File: config.mk
export PLATFORM = sky130hd
export DESIGN_NAME = baud_rate_gen
export DESIGN_NICKNAME = d
export VERILOG_FILES = /design/src/rtl/baud_rate_pkg.sv /design/src/rtl/baud_regs.sv /design/src/rtl/baud_prescale.sv /design/src/rtl/baud_bitdiv.sv /design/src/rtl/baud_rate_gen.sv
export SDC_FILE = /design/constraint.sdc
export NUM_CORES = 1
export LEC_CHECK = 0
export BUFFER_PORTS_ARGS = -buffer_cell sky130_fd_sc_hd__buf_2
export CAP_MARGIN = 20
export CELL_PAD_IN_SITES_DETAIL_PLACEMENT = 0
export CELL_PAD_IN_SITES_GLOBAL_PLACEMENT = 1
export CORE_ASPECT_RATIO = 0.7
export CORE_UTILIZATION = 36
export DETAILED_ROUTE_END_ITERATION = 8
export GPL_TIMING_DRIVEN = 1
export PLACE_DENSITY_LB_ADDON = 0.1
export SETUP_SLACK_MARGIN = 0.3
export SLEW_MARGIN = 5
export SYNTH_ARGS = -nofsm -noshare
export SYNTH_HDL_FRONTEND = slang
export SYNTH_SLANG_ARGS = --single-unit
File: constraint.sdc
create_clock -name clk -period 2.45 [get_ports clk]
set_clock_uncertainty 0.2 [all_clocks]
set_input_delay 0.49 -clock clk [delete_from_list [all_inputs] [get_ports clk]]
set_output_delay 0.49 -clock clk [all_outputs]
set_load 0.03 [all_outputs]
File: src/rtl/baud_rate_pkg.sv
package baud_rate_pkg;
  // Register addresses
  localparam logic ADDR_DIV_LO = 1'b0;
  localparam logic ADDR_SHARED = 1'b1;

  // Control register bit positions (byte written at the shared address)
  localparam int CTRL_SEL_BIT  = 7;
  localparam int CTRL_SYNC_BIT = 6;
  localparam int CTRL_DBL_BIT  = 1;

  typedef struct packed {
    logic sync_mode;
    logic dbl_speed;
  } ctrl_t;
endpackage

File: src/rtl/baud_regs.sv
module baud_regs
  import baud_rate_pkg::*;
#(
  parameter int DIV_W  = 12,
  parameter int BYTE_W = 8
) (
  input  logic              clk,
  input  logic              rst,
  input  logic              wr_en,
  input  logic              wr_addr,
  input  logic [BYTE_W-1:0] wr_data,
  input  logic              rd_addr,
  input  logic              rd_ctrl,
  output logic [BYTE_W-1:0] rd_data,
  output logic [DIV_W-1:0]  div_o,
  output logic [DIV_W-1:0]  load_val_o,
  output logic              reload_o,
  output ctrl_t             ctrl_o
);
  localparam int HI_W = DIV_W - BYTE_W;

  logic [BYTE_W-1:0] lo_q;
  logic [HI_W-1:0]   hi_q;
  ctrl_t             ctrl_q;
  logic              wr_lo, wr_hi, wr_ctl;

  // Shared-address decode: bit 7 of the written byte steers the write
  always_comb begin
    wr_lo  = wr_en && (wr_addr == ADDR_DIV_LO);
    wr_hi  = wr_en && (wr_addr == ADDR_SHARED) && !wr_data[CTRL_SEL_BIT];
    wr_ctl = wr_en && (wr_addr == ADDR_SHARED) &&  wr_data[CTRL_SEL_BIT];
  end

  always_ff @(posedge clk) begin
    if (rst) begin
      lo_q   <= '0;
      hi_q   <= '0;
      ctrl_q <= '0;
    end else begin
      if (wr_lo) lo_q <= wr_data;
      if (wr_hi) hi_q <= wr_data[HI_W-1:0];
      if (wr_ctl) begin
        ctrl_q.sync_mode <= wr_data[CTRL_SYNC_BIT];
        ctrl_q.dbl_speed <= wr_data[CTRL_DBL_BIT];
      end
    end
  end

  // A low-byte write loads the counter on the same edge
  assign reload_o   = wr_lo;
  assign load_val_o = {hi_q, wr_data};
  assign div_o      = {hi_q, lo_q};
  assign ctrl_o     = ctrl_q;

  // Registered readback
  logic [BYTE_W-1:0] rd_mux;
  always_comb begin
    rd_mux = '0;
    if (rd_addr == ADDR_DIV_LO) begin
      rd_mux = lo_q;
    end else if (rd_ctrl) begin
      rd_mux[CTRL_SEL_BIT]  = 1'b1;
      rd_mux[CTRL_SYNC_BIT] = ctrl_q.sync_mode;
      rd_mux[CTRL_DBL_BIT]  = ctrl_q.dbl_speed;
    end else begin
      rd_mux[HI_W-1:0] = hi_q;
    end
  end

  always_ff @(posedge clk) begin
    if (rst) rd_data <= '0;
    else     rd_data <= rd_mux;
  end

  assert_ctrl_rd_bit7_R6: assert property (@(posedge clk) disable iff (rst)
    ($past(rd_addr) == ADDR_SHARED && $past(rd_ctrl) && !$past(rst)) |-> rd_data[CTRL_SEL_BIT]);

  assert_hi_rd_rsvd_R6: assert property (@(posedge clk) disable iff (rst)
    ($past(rd_addr) == ADDR_SHARED && !$past(rd_ctrl) && !$past(rst))
      |-> (rd_data[BYTE_W-1:HI_W] == '0));

  assert_shared_wr_no_reload_R4: assert property (@(posedge clk) disable iff (rst)
    (wr_en && wr_addr == ADDR_SHARED) |-> !reload_o);

  assert_ctl_wr_keeps_hi_R5: assert property (@(posedge clk) disable iff (rst)
    wr_ctl |=> $stable(hi_q));
endmodule

File: src/rtl/baud_prescale.sv
module baud_prescale #(
  parameter int DIV_W = 12
) (
  input  logic             clk,
  input  logic             rst,
  input  logic             reload,
  input  logic [DIV_W-1:0] load_val,
  input  logic [DIV_W-1:0] div,
  output logic             wrap_o,
  output logic             sample_tick_o
);
  logic [DIV_W-1:0] cnt_q;

  assign wrap_o = !reload && (cnt_q == '0);

  always_ff @(posedge clk) begin
    if (rst) begin
      cnt_q         <= '0;
      sample_tick_o <= 1'b0;
    end else if (reload) begin
      cnt_q         <= load_val;
      sample_tick_o <= 1'b0;
    end else if (cnt_q == '0) begin
      cnt_q         <= div;
      sample_tick_o <= 1'b1;
    end else begin
      cnt_q         <= cnt_q - 1'b1;
      sample_tick_o <= 1'b0;
    end
  end

  assert_no_tick_midcount_R2: assert property (@(posedge clk) disable iff (rst)
    (cnt_q != '0 && !reload) |=> !sample_tick_o);

  assert_reload_cancels_tick_R3: assert property (@(posedge clk) disable iff (rst)
    reload |=> !sample_tick_o);
endmodule

File: src/rtl/baud_bitdiv.sv
module baud_bitdiv #(
  parameter int OS_NORM = 16,
  parameter int OS_FAST = 8
) (
  input  logic clk,
  input  logic rst,
  input  logic restart,
  input  logic wrap,
  input  logic fast,
  output logic bit_tick_o
);
  localparam int SC_W = $clog2(OS_NORM);
  localparam logic [SC_W-1:0] LAST_NORM = SC_W'(OS_NORM - 1);
  localparam logic [SC_W-1:0] LAST_FAST = SC_W'(OS_FAST - 1);

  logic [SC_W-1:0] scnt_q;
  logic [SC_W-1:0] last;

  assign last = fast ? LAST_FAST : LAST_NORM;

  always_ff @(posedge clk) begin
    if (rst || restart) begin
      scnt_q     <= '0;
      bit_tick_o <= 1'b0;
    end else if (wrap) begin
      if (scnt_q >= last) begin
        scnt_q     <= '0;
        bit_tick_o <= 1'b1;
      end else begin
        scnt_q     <= scnt_q + 1'b1;
        bit_tick_o <= 1'b0;
      end
    end else begin
      bit_tick_o <= 1'b0;
    end
  end

  assert_bit_needs_wrap_R7: assert property (@(posedge clk) disable iff (rst)
    !wrap |=> !bit_tick_o);

  assert_restart_clears_R9: assert property (@(posedge clk) disable iff (rst)
    restart |=> (scnt_q == '0 && !bit_tick_o));
endmodule

File: src/rtl/baud_rate_gen.sv
module baud_rate_gen
  import baud_rate_pkg::*;
#(
  parameter int DIV_W   = 12,
  parameter int BYTE_W  = 8,
  parameter int OS_NORM = 16,
  parameter int OS_FAST = 8
) (
  input  logic              clk,
  input  logic              rst,
  input  logic              wr_en,
  input  logic              wr_addr,
  input  logic [BYTE_W-1:0] wr_data,
  input  logic              rd_addr,
  input  logic              rd_ctrl,
  output logic [BYTE_W-1:0] rd_data,
  output logic              sample_tick,
  output logic              bit_tick
);
  logic [DIV_W-1:0] div, load_val;
  logic             reload, wrap, fast;
  ctrl_t            ctrl;

  baud_regs #(.DIV_W(DIV_W), .BYTE_W(BYTE_W)) u_regs (
    .clk(clk), .rst(rst), .wr_en(wr_en), .wr_addr(wr_addr), .wr_data(wr_data),
    .rd_addr(rd_addr), .rd_ctrl(rd_ctrl), .rd_data(rd_data),
    .div_o(div), .load_val_o(load_val), .reload_o(reload), .ctrl_o(ctrl)
  );

  // Double speed only counts in asynchronous mode
  assign fast = ctrl.dbl_speed && !ctrl.sync_mode;

  baud_prescale #(.DIV_W(DIV_W)) u_pre (
    .clk(clk), .rst(rst), .reload(reload), .load_val(load_val), .div(div),
    .wrap_o(wrap), .sample_tick_o(sample_tick)
  );

  baud_bitdiv #(.OS_NORM(OS_NORM), .OS_FAST(OS_FAST)) u_bit (
    .clk(clk), .rst(rst), .restart(reload), .wrap(wrap), .fast(fast),
    .bit_tick_o(bit_tick)
  );

  assert_bit_with_sample_R7: assert property (@(posedge clk) disable iff (rst)
    bit_tick |-> sample_tick);
endmodule

# After elaboration in Yosys (flattened, before gate mapping)
# Index checks and enable logic that the tools add are counted.
# classes
addsub,2
n_lt_le_gt_ge,1
n_mux,12
bitwise,2
reduce_logical,14
# op_table
op,n
$mux W12,2
$logic_not A12 Y1,1
$mux W4,3
$sub A12 B1 Y12 const B,1
$logic_and A1 B1 Y1,6
$mux W2,3
$reduce_or A2 Y1,3
$add A4 B1 Y4 const B,1
$ge A4 B4 Y1,1
$mux W1,4
$logic_not A1 Y1,3
$not A1 Y1,2
$logic_or A1 B1 Y1,1
# totals
ff_bits,40
input_bits,14
out_inout_bits,10
wordCells,41

# Logic depth before layout (Yosys ltp)
# depth
depth_word,6
mapped_depth,7
ltp_nobuf,6

# Hierarchy
# A second synthesis with hierarchy kept.
# unflattened
cells_unflattened,222
hier_area_um2,2015.7
# modules_own_cells
module,instances,cells_each,area_each_um2,seq_area_each_um2
baud_regs,1,97,923.4,440.4
baud_prescale,1,98,834.6,260.2
baud_bitdiv,1,26,244.0,100.1
baud_rate_gen,1,1,13.8,0.0

# Worst setup path after synthesis
# Ideal clock, no wire load.
# synth_timing
path_kind,flip-flop to flip-flop
startpoint,reg u_pre.cnt_q[0]
endpoint,reg u_bit.scnt_q[3]
setup_ps,70
t_arrival_ps,1771
t_required_ps,2180
setup_slack_ps,408
stages_incl_launch_ff,7
path_buffers,0
period_less_slack_ps,2042
path_cell_list,dfxtp_1 inv_1 ha_1 nor3b_1 nand4_2 or4_1 a21oi_1
# synth_between
elab_chain_cells,2
# synth_rtl
item,line,source
from (decl),baud_prescale.sv:12,logic [DIV_W-1:0] cnt_q;
from (signal assigned),baud_prescale.sv:21,cnt_q <= load_val;
from (signal assigned),baud_prescale.sv:24,cnt_q <= div;
from (signal assigned),baud_prescale.sv:27,cnt_q <= cnt_q - 1'b1;
$logic_not A12 Y1,baud_prescale.sv:14,assign wrap_o = !reload && (cnt_q == '0);
$logic_and A1 B1 Y1,baud_prescale.sv:14,
to (signal assigned),baud_bitdiv.sv:30,scnt_q <= scnt_q + 1'b1;
to (decl),baud_bitdiv.sv:16,logic [SC_W-1:0] scnt_q;
# No other way between the ends.
# A chain may end at the register's enable or synchronous reset.

# Worst setup path in the final report
# Ends and elaborated chain as after synthesis.

==> flow_metrics.py <==
metrics = {
    "run_status": {
        "status": "finished clean",
    },
    "timing": {
        "min_period_over_period": 0.833,
        "tightest_slew_ns": 0.605,
        "slew_violations": 0,
        "fin_setup_tns_ns": 0,
        "slew_headroom": 0.597,
        "post-route-min-period_ns": 2.04,
        "finalHoldViolations": 0,
        "rsz0062_at_grt": "yes",
        "fmax_mhz": 490,
        "finalSetupViolCount": 0,
    },
    "die": {
        "core-area_sq_um": 4830,
        "rows": 21,
        "io_pins": 24,
        "fp.dieArea_sq_um": 5390,
        "fp.dieW_um": 87.3,
        "dieHeight_um": 61.7,
        "initial_utilization": 0.380,
    },
    "detailed_routing": {
        "postRouteAntennaNets": 0,
        "vias": 1596,
        "drcViolationCount": 0,
        "routed_wl_mm": 4.46,
        "drt_iter0_drc": 89,
        "wl_per_cell_um": 14.8,
        "first_pass_iters": 4,
        "via_per_inst": 5.28,
    },
    "synth": {
        "synth-seq-cells": 40,
        "netlist_instances": 209,
        "synth.avg_cell_area_sq_um": 8.78,
        "synth_cell_type_count": 36,
        "syn_area_sq_um": 1840,
        "ys_seq_area_frac": 0.436,
        "synth_fp_nets": 227,
        "synth_edf_count": 0,
        "ys_async_sr_fraction": 0,
        "ys.flop_type": "dfxtp_1",
        "yosysWarnings": 0,
    },
    "layout": {
        "utilization": 0.447,
        "nets": 250,
        "multi_input_area_sq_um": 1000,
        "ff_latch_area_sq_um": 801,
        "drive_gt1_frac": 0.180,
        "antennaDiodeCount": 0,
        "fillers": 510,
        "synthToLayoutAreaGrowth_pct": 17.8,
    },
    "setup_path": {
        "startpoint_type": "flip-flop",
        "crit_arrival_ns": 2.06,
        "worst_path_largest_cell_delay_ns": 0.53,
        "crit_family": "simple AND/OR/NAND/NOR gates",
        "critPathSlowestCell": "or4_1",
        "crit_path_end_kind": "flip-flop",
        "crit_fanout": 6,
        "crit_path_cell_trace": "inv_1, ha_1, nor3b_4, nand4_2, or4_1, a21oi_1",
        "criticalPathCategory": "flip-flop to flip-flop",
        "cp_num_buf_inv": 1,
        "cp.required_ns": 2.47,
    },
    "global_route": {
        "grt_pass1_vias": 1444,
        "grt_usage": 0.180,
        "grt_pass1_wl_mm": 7.18,
        "antenna_found_initial": 0,
        "grt_overflow": 0,
        "grt_max_degree": 37,
    },
    "clock_network": {
        "postCtsSetupBuffers": 0,
        "cts_tree": "yes",
        "clkLatencyLatePin_ns": 0.29,
        "root_buffer": "clkbuf_8",
        "path_clk_slew_ns": 0.08,
        "numCtsBuffers": 5,
        "holdBufCountCts": 0,
        "clk_path_buf_depth": 2,
        "clock-sinks": 40,
        "h-tree-depth": 2,
    },
    "placement": {
        "place_congestion": 0.803,
        "dp_hpwl_mm": 3.19,
        "io_buffer_count": 23,
    },
    "power": {
        "seqPwrFrac": 0.406,
        "swShare": 0.360,
        "ir_drop_mv": 0.397,
        "p_int_mw": 1.41,
        "finalPower_mw": 2.20,
        "combPwrFrac": 0.339,
        "power_leakage_nw": 0.867,
        "p_per_area_nw_per_um2": 1020,
        "p_sw_mw": 0.791,
        "p_clk_frac": 0.255,
    },
    "flow_run": {
        "max-cap-violations": 0,
    },
    "min_path": {
        "hold_class": "input port to flip-flop",
    },
}
-- worst min-delay path, stage by stage --
cell and delay (ns):
buf_2 0.09, mux2i_1 0.06, nor2_1 0.07
-- registers in the layout, summed over array words and instances, names as in the netlist --
name / count
u_regs.hi_q: 4
u_regs.lo_q: 8
u_pre.cnt_q: 12
u_bit.scnt_q: 4
u_regs.rd_data: 8
u_bit.bit_tick_o: 1
u_pre.sample_tick_o: 1
u_regs.ctrl_o: 2
-- cells by family (layout without fill, tap and decap cells) --
group           Yosys count  count (layout)  share of synthesized area
buf+inv                  13              37                     0.0266
compound gates           43              43                      0.149
flops                    40              40                      0.436
simple gates             94              94                      0.284
fa+ha+maj                 4               4                     0.0273
xor+xnor                  6               6                     0.0286
mux                       9               9                     0.0491
-- cell usage in the layout (no fill, tap or decap), types with 2 or more instances in the layout --
master and n:
dfxtp_1 40, nand2_1 23, buf_2 23, a21oi_1 21, nor2_1 18, nand3_1 11
mux2i_1 9, xor2_1 6, nand2b_1 6, nand3b_1 6, clkbuf_8 6, nand4b_1 5
o221ai_1 4, nor3b_1 4, o211ai_1 4, o21ai_0 4, or4_1 4, ha_1 4
buf_4 4, nor3_1 3, or3_1 3, inv_1 2, nor2b_1 2, nor4_1 2
a311oi_1 2
-- power by group through the flow --
stage / sequential (mW) / combinational [mW] / clock [mW]
5_1_grt: 0.906 / 0.832 / 0.608
3_5_place_dp: 0.897 / 0.705 / 0
6_report: 0.892 / 0.745 / 0.560
3_3_place_gp: 0.900 / 0.718 / 0
4_1_cts: 0.884 / 0.720 / 0.577
2_1_floorplan: 0.879 / 0.541 / 0
-- metal layers --
metal	GRT usage	routed length, um
met4	0.0703	42
met2	0.244	1790
met1	0.273	2370
met3	0.0423	265
met5	0	0
-- Yosys cell counts (all sizes together) (2+ instances only) --
master	instances	area share
nand3b	6	0.025
nor3	3	0.0082
or4	4	0.016
nand2b	6	0.020
nor3b	5	0.020
o21ai	4	0.011
a311oi	2	0.0095
mux2i	9	0.049
ha	4	0.027
nor2	18	0.037
nand4b	5	0.024
xor2	6	0.029
inv	2	0.0041
a21oi	21	0.057
dfxtp	40	0.44
or3	3	0.010
nor4	3	0.018
nand2	24	0.049
nor2b	2	0.0068
clkbuf	11	0.022
o221ai	4	0.019
nand3	11	0.030
o211ai	4	0.016
-- cell type report --
cell class                      count  share of cell area
Timing Repair Buffer               27              0.0671
Clock buffer                        6              0.0382
Inverter                            2             0.00347
Sequential cell                    40               0.370
Tap cell                           69              0.0399
Clock inverter                      2              0.0179
Multi-Input combinational cell    156               0.463
-- final timing paths --
check	startpoint	end	slack, ns	cells past startpoint
worst min register to register	u_regs.lo_q[4]	u_regs.lo_q[4]	0.27	2
worst min-delay path	wr_data[0]	u_regs.hi_q[0]	0.25	3
worst max register to register	u_pre.cnt_q[0]	u_bit.scnt_q[3]	0.41	6
worst max-delay path	u_pre.cnt_q[0]	u_bit.scnt_q[3]	0.41	6
-- timing repair --
action / 4_1_cts / 5_1_grt
hold endpoints to repair: 0 / 0
endpoints found under the setup margin: 1 / 3
gates resized for setup: 1 / 3
-- per-stage QoR --
stage / cells / hold WS (ns) / worst slack [ns] / instance area [sq um]
after floorplan: 209 / 0.244 / 0.408 / 1840
after global placement: 294 / 0.257 / 0.383 / 2030
after detailed placement: 294 / 0.260 / 0.295 / 2030
after CTS: 302 / 0.242 / 0.417 / 2150
after global routing: 302 / 0.260 / 0.298 / 2160
final: 302 / 0.251 / 0.408 / 2160
(Power assumes the default switching activity.)
